[src/rtl/commit_pkg.sv]
package commit_pkg;
    typedef struct packed {
        logic in_txn;
        logic seen;
    } txn_state_t;

    typedef struct packed {
        logic discard;
    } edge_state_t;
endpackage

[src/rtl/commit_txn_tracker.sv]
module commit_txn_tracker
    import commit_pkg::*;
(
    input  logic clk,
    input  logic rst_n,
    input  logic hold_i,
    input  logic start_i,
    input  logic stop_i,
    input  logic byte_i,
    output logic in_txn_o,
    output logic has_data_o
);
    txn_state_t st_d, st_q;

    always_comb begin
        st_d = st_q;
        if (!hold_i) begin
            if (byte_i && st_q.in_txn) st_d.seen = 1'b1;
            if (start_i) begin
                st_d.in_txn = 1'b1;
                st_d.seen   = 1'b0;
            end
            if (stop_i) begin
                st_d.in_txn = 1'b0;
                st_d.seen   = 1'b0;
            end
        end
    end

    always_ff @(posedge clk or negedge rst_n) begin
        if (!rst_n) st_q <= '0;
        else        st_q <= st_d;
    end

    assign in_txn_o   = st_q.in_txn;
    assign has_data_o = st_q.seen;

    // bus events are frozen out while the commit runs
    a_r5_hold_freezes: assert property (@(posedge clk) disable iff (!rst_n)
        hold_i |=> $stable(st_q));
endmodule

[src/rtl/commit_timer.sv]
module commit_timer #(
    parameter int CYCLES = 500000
) (
    input  logic clk,
    input  logic rst_n,
    input  logic launch_i,
    output logic busy_o,
    output logic done_o
);
    localparam int CW = (CYCLES > 1) ? $clog2(CYCLES) : 1;
    localparam logic [CW-1:0] LOAD = CW'(CYCLES - 1);

    typedef struct packed {
        logic          busy;
        logic          done;
        logic [CW-1:0] cnt;
    } tmr_state_t;

    tmr_state_t t_d, t_q;

    always_comb begin
        t_d      = t_q;
        t_d.done = 1'b0;
        if (t_q.busy) begin
            if (t_q.cnt == '0) begin
                t_d.busy = 1'b0;
                t_d.done = 1'b1;
            end else begin
                t_d.cnt = t_q.cnt - 1'b1;
            end
        end else if (launch_i) begin
            t_d.busy = 1'b1;
            t_d.cnt  = LOAD;
        end
    end

    always_ff @(posedge clk or negedge rst_n) begin
        if (!rst_n) t_q <= '0;
        else        t_q <= t_d;
    end

    assign busy_o = t_q.busy;
    assign done_o = t_q.done;

    a_r3_count_keeps_busy: assert property (@(posedge clk) disable iff (!rst_n)
        (busy_o && t_q.cnt != '0) |=> busy_o);
    a_r4_done_ends_busy: assert property (@(posedge clk) disable iff (!rst_n)
        done_o |-> (!busy_o && $past(busy_o)));
    a_r4_done_single: assert property (@(posedge clk) disable iff (!rst_n)
        done_o |=> !done_o);
endmodule

[src/rtl/commit_sequencer.sv]
module commit_sequencer
    import commit_pkg::*;
#(
    parameter int WRITE_CYCLES = 500000
) (
    input  logic clk,
    input  logic rst_n,
    input  logic start_i,
    input  logic stop_i,
    input  logic byte_rx_i,
    input  logic wp_i,
    input  logic ack_req_i,
    output logic ack_grant_o,
    output logic busy_o,
    output logic commit_o,
    output logic discard_o,
    output logic standby_o
);
    logic        in_txn, has_data, launch, drop;
    edge_state_t e_d, e_q;

    commit_txn_tracker u_track (
        .clk       (clk),
        .rst_n     (rst_n),
        .hold_i    (busy_o),
        .start_i   (start_i),
        .stop_i    (stop_i),
        .byte_i    (byte_rx_i),
        .in_txn_o  (in_txn),
        .has_data_o(has_data)
    );

    commit_timer #(.CYCLES(WRITE_CYCLES)) u_timer (
        .clk     (clk),
        .rst_n   (rst_n),
        .launch_i(launch),
        .busy_o  (busy_o),
        .done_o  (commit_o)
    );

    always_comb begin
        launch    = !busy_o && stop_i && has_data && !wp_i;
        drop      = !busy_o && stop_i && has_data &&  wp_i;
        e_d         = e_q;
        e_d.discard = drop;
    end

    always_ff @(posedge clk or negedge rst_n) begin
        if (!rst_n) e_q <= '0;
        else        e_q <= e_d;
    end

    assign discard_o   = e_q.discard;
    assign ack_grant_o = ack_req_i && !busy_o;
    assign standby_o   = !busy_o && !in_txn;

    a_r2_launch_sets_busy: assert property (@(posedge clk) disable iff (!rst_n)
        launch |=> busy_o);
    a_r7_empty_stop_idle: assert property (@(posedge clk) disable iff (!rst_n)
        (stop_i && !busy_o && !has_data) |=> !busy_o);
    a_r8_protect_discards: assert property (@(posedge clk) disable iff (!rst_n)
        (stop_i && !busy_o && has_data && wp_i) |=> (discard_o && !busy_o));
    a_r9_start_leaves_standby: assert property (@(posedge clk) disable iff (!rst_n)
        (start_i && !stop_i && !busy_o) |=> !standby_o);
endmodule

[config.mk]
export PLATFORM = sky130hd
export DESIGN_NAME = commit_sequencer
export DESIGN_NICKNAME = d
export VERILOG_FILES = /design/src/rtl/commit_pkg.sv /design/src/rtl/commit_txn_tracker.sv /design/src/rtl/commit_timer.sv /design/src/rtl/commit_sequencer.sv
export SDC_FILE = /design/constraint.sdc
export NUM_CORES = 1
export LEC_CHECK = 0
export ABC_AREA = 1
export BUFFER_PORTS_ARGS = -buffer_cell sky130_fd_sc_hd__buf_4
export CORE_MARGIN = 3
export CORE_UTILIZATION = 53
export DETAILED_ROUTE_END_ITERATION = 7
export PLACE_DENSITY = 0.77
export SLEW_MARGIN = 20
export SYNTH_ARGS = -nofsm -noshare
export SYNTH_HDL_FRONTEND = slang
export SYNTH_SLANG_ARGS = --single-unit
[constraint.sdc]
create_clock -name clk -period 1.55 [get_ports clk]
set_input_delay 0.31 -clock clk [delete_from_list [all_inputs] [get_ports clk]]
set_output_delay 0.31 -clock clk [all_outputs]
set_load 0.02 [all_outputs]
==> flow_metrics.tcl <==
set metrics [dict create \
    diodes 0 \
    hold-path-cell-count 2 \
    grt_pass1_wl_mm 5.837 \
    cts_buffer_depth 2 \
    setup_viol 0 \
    wl_per_cell_um 13.32 \
    worst-r2r-setup-slack_ps 7 \
    final_util 0.7013 \
    die_w_um 60.48 \
    vdd_drop_max_mv 0.6101 \
    status "completed" \
    port_buffers 11 \
    netlist_top_cells_count "58 x nand2_1, 39 x nor2_1, 28 x nand3_1" \
    tritoncts "yes" \
    hold_viol 0 \
    dr.pass1.iters 4 \
    overflow 0 \
    synth_cell_type_count 24 \
    yosys_warnings 0 \
    drv_cap 0 \
    die_area_sq_um 3657 \
    synthCells 219 \
    avgSynthCellArea_sq_um 7.182 \
    yosysMostFrequentCell "nand2_1" \
    regToRegStartpoint "u_timer.t_q[9]$_DFFE_PN0P_" \
    cts_sinks 24 \
    antenna_left 0 \
    die_h_um 60.48 \
    drc 0 \
    wl_mm 3.756 \
    core_sq_um 2781 \
    rr_endpoint "u_timer.t_q[8]$_DFFE_PN0P_" \
    htreeDepth 1 \
    synth_nets 227 \
    synth-edff-count 0 \
    num_rows 19 \
    power_leakage_nw 0.9764 \
    synth.area.top_cells "dfrtp_1 38%, nand2_1 14%, nor2_1 9.3%, nand3_1 8.9%, inv_1 5.5%" \
    yosys.area.top_type_share 0.3819 \
    min-delay-start "start_i" \
    clock_latency_ps 320 \
    drtIter0Drc 97 \
    reg2reg_depth 8 \
    power_per_cell_area_nw_per_um2 512.6 \
    async_reset_ff_frac 1.000 \
    hold_slack_ps 177.0 \
    rsz0062_at_grt "yes" \
    layout.nets 260 \
    syn2layout_area_growth_pct 24.03 \
    vias 1490 \
    finalClockSkew_ps 9.085 \
    initial_core_util 0.5655 \
    cp_max_fo 13 \
    ys.flop_type "dfrtp_1" \
    holdPathEnd "u_track.has_data_o$_DFFE_PN0P_" \
    cts-root-buf "clkbuf_4" \
    first_global_vias 1308 \
    layout_min_cycle_time_ps 1543 \
    cts_buffers 3 \
    nFillCells 233 \
    synth-seq-area-share 0.3819 \
    antenna_found_initial 0 \
    io-pin-count 12 \
    slew_headroom 0.7904 \
    worst_pin_slew_ps 314.4 \
    cp-end-kind "register" \
    ys_ff_latch 24 \
    power_mw 1.000 \
    min_period_over_period 0.9955 \
    place_hpwl_mm 2.630 \
    max_freq_mhz 648.1 \
    cp.required_ps 1770 \
    grt_max_degree 27 \
    drv_slew 0 \
    drive_above_1_share 0.3147 \
    cp.arrival_ps 1760 \
    clk_transition_reported_paths_ps 130 \
    start_kind "register" \
    criticalPathCategory "register to register" \
    vias_per_cell 5.284 \
    synth.cell_area_sq_um 1573 \
    yosys.area.top_type "dfrtp_1" \
    hold_class "input port to register" \
    gp_congestion 0.8357 \
    grt_usage 0.2096 \
]
-- cells by family (layout without fill, tap and decap cells) --
logic type	after synthesis	count (layout)	synth area share
buf+inv	32	63	0.09228
xor+xnor	5	5	0.02784
simple gates	145	146	0.4264
compound gates	12	12	0.06365
fa+ha+maj	1	1	0.007954
flops	24	24	0.3819
-- metal layers --
layer	share of wire	routed length, um	GRT usage
met5	0	0	0
met4	0.0061	23	0.04644
met3	0.038	141	0.04043
met2	0.48	1791	0.3225
met1	0.48	1800	0.3066
-- state kept, by name, indices dropped and copies added (netlist names) --
signal / count
discard_o: 1
u_timer.busy_o: 1
u_timer.done_o: 1
u_timer.t_q: 19
u_track.has_data_o: 1
u_track.in_txn_o: 1
-- critical path, stage by stage (launching register included) --
cell     delay (ps)
dfrtp_1         470
nor2_1          150
nand2_1         130
nor2_4          130
nand3_4         120
nand2_8         130
nand2_4         160
o21ai_2         100
nand2_1          60
-- per-stage QoR --
stage                     setup TNS, ps  std cells  setup WS [ps]  instance area [sq um]
final                                 0        282          7.045                   1951
after global routing             -551.9        282         -62.84                   1951
after CTS                        -31.80        278         -16.77                   1852
after detailed placement         -366.2        273         -67.36                   1794
after floorplan                       0        219          28.12                   1585
after global placement           -20.02        273         -20.02                   1794
-- cell type report --
class                      count  area [sq um]  share of cell area
inverter                      26         100.1             0.05131
tap                           31         38.79             0.01988
timing repair buffer          33         257.7              0.1321
multi-input combinational    164         915.9              0.4695
sequential                    24         601.8              0.3085
clock buffer                   4         36.28             0.01860
-- report_power, final --
group,internal (mW),switching [mW]
Combinational,0.0128,0.0171
Sequential,0.627,0.000952
Clock,0.144,0.198
-- worst max-delay path by stage --
stage / slack [ps] / cells after the start / from / endpoint
finish: 7 / 8 / u_timer.t_q[9]$_DFFE_PN0P_ / u_timer.t_q[8]$_DFFE_PN0P_
global route: -60 / 8 / u_timer.t_q[2]$_DFFE_PN0P_ / u_timer.t_q[4]$_DFFE_PN0P_
CTS: -20 / 8 / u_timer.t_q[1]$_DFFE_PN0P_ / u_timer.t_q[1]$_DFFE_PN0P_
detailed placement: -70 / 8 / u_timer.t_q[1]$_DFFE_PN0P_ / u_timer.t_q[1]$_DFFE_PN0P_
global placement: -20 / 8 / u_timer.t_q[1]$_DFFE_PN0P_ / u_timer.t_q[1]$_DFFE_PN0P_
floorplan: 30 / 10 / u_timer.t_q[0]$_DFFE_PN0P_ / u_timer.t_q[4]$_DFFE_PN0P_
-- cell usage in the layout, fill, tap and decap left out --
cell / Yosys / routed
nand3_2: 0 / 3
nand2_4: 2 / 1
nor2_4: 2 / 4
a21oi_1: 1 / 1
dlygate4sd3_1: 0 / 1
nor2_2: 4 / 10
dfrtp_1: 24 / 23
xor2_1: 5 / 5
nand4_1: 3 / 3
ha_4: 0 / 1
and2_1: 1 / 1
nor3_4: 1 / 1
nor4_1: 1 / 1
nand3_1: 28 / 25
clkbuf_8: 0 / 1
nand2_2: 5 / 6
clkbuf_4: 0 / 3
nand2_8: 0 / 2
o21a_1: 1 / 1
nand3_4: 1 / 1
nand2_1: 58 / 57
inv_2: 3 / 3
buf_6: 3 / 2
buf_4: 0 / 30
nor2_1: 39 / 31
dfrtp_2: 0 / 1
inv_1: 23 / 22
o21ai_2: 9 / 9
a221oi_1: 1 / 1
inv_4: 0 / 1
-- timing repair --
item                                    CTS  global route
hold buffers                              1             0
gates resized for setup                   2            19
endpoints found under the hold margin    24             0
endpoints found under the setup margin   18            19
buffers inserted                          0             3
pin swaps                                 0             8
cloned                                    0             1
(Power assumes the default switching activity.)
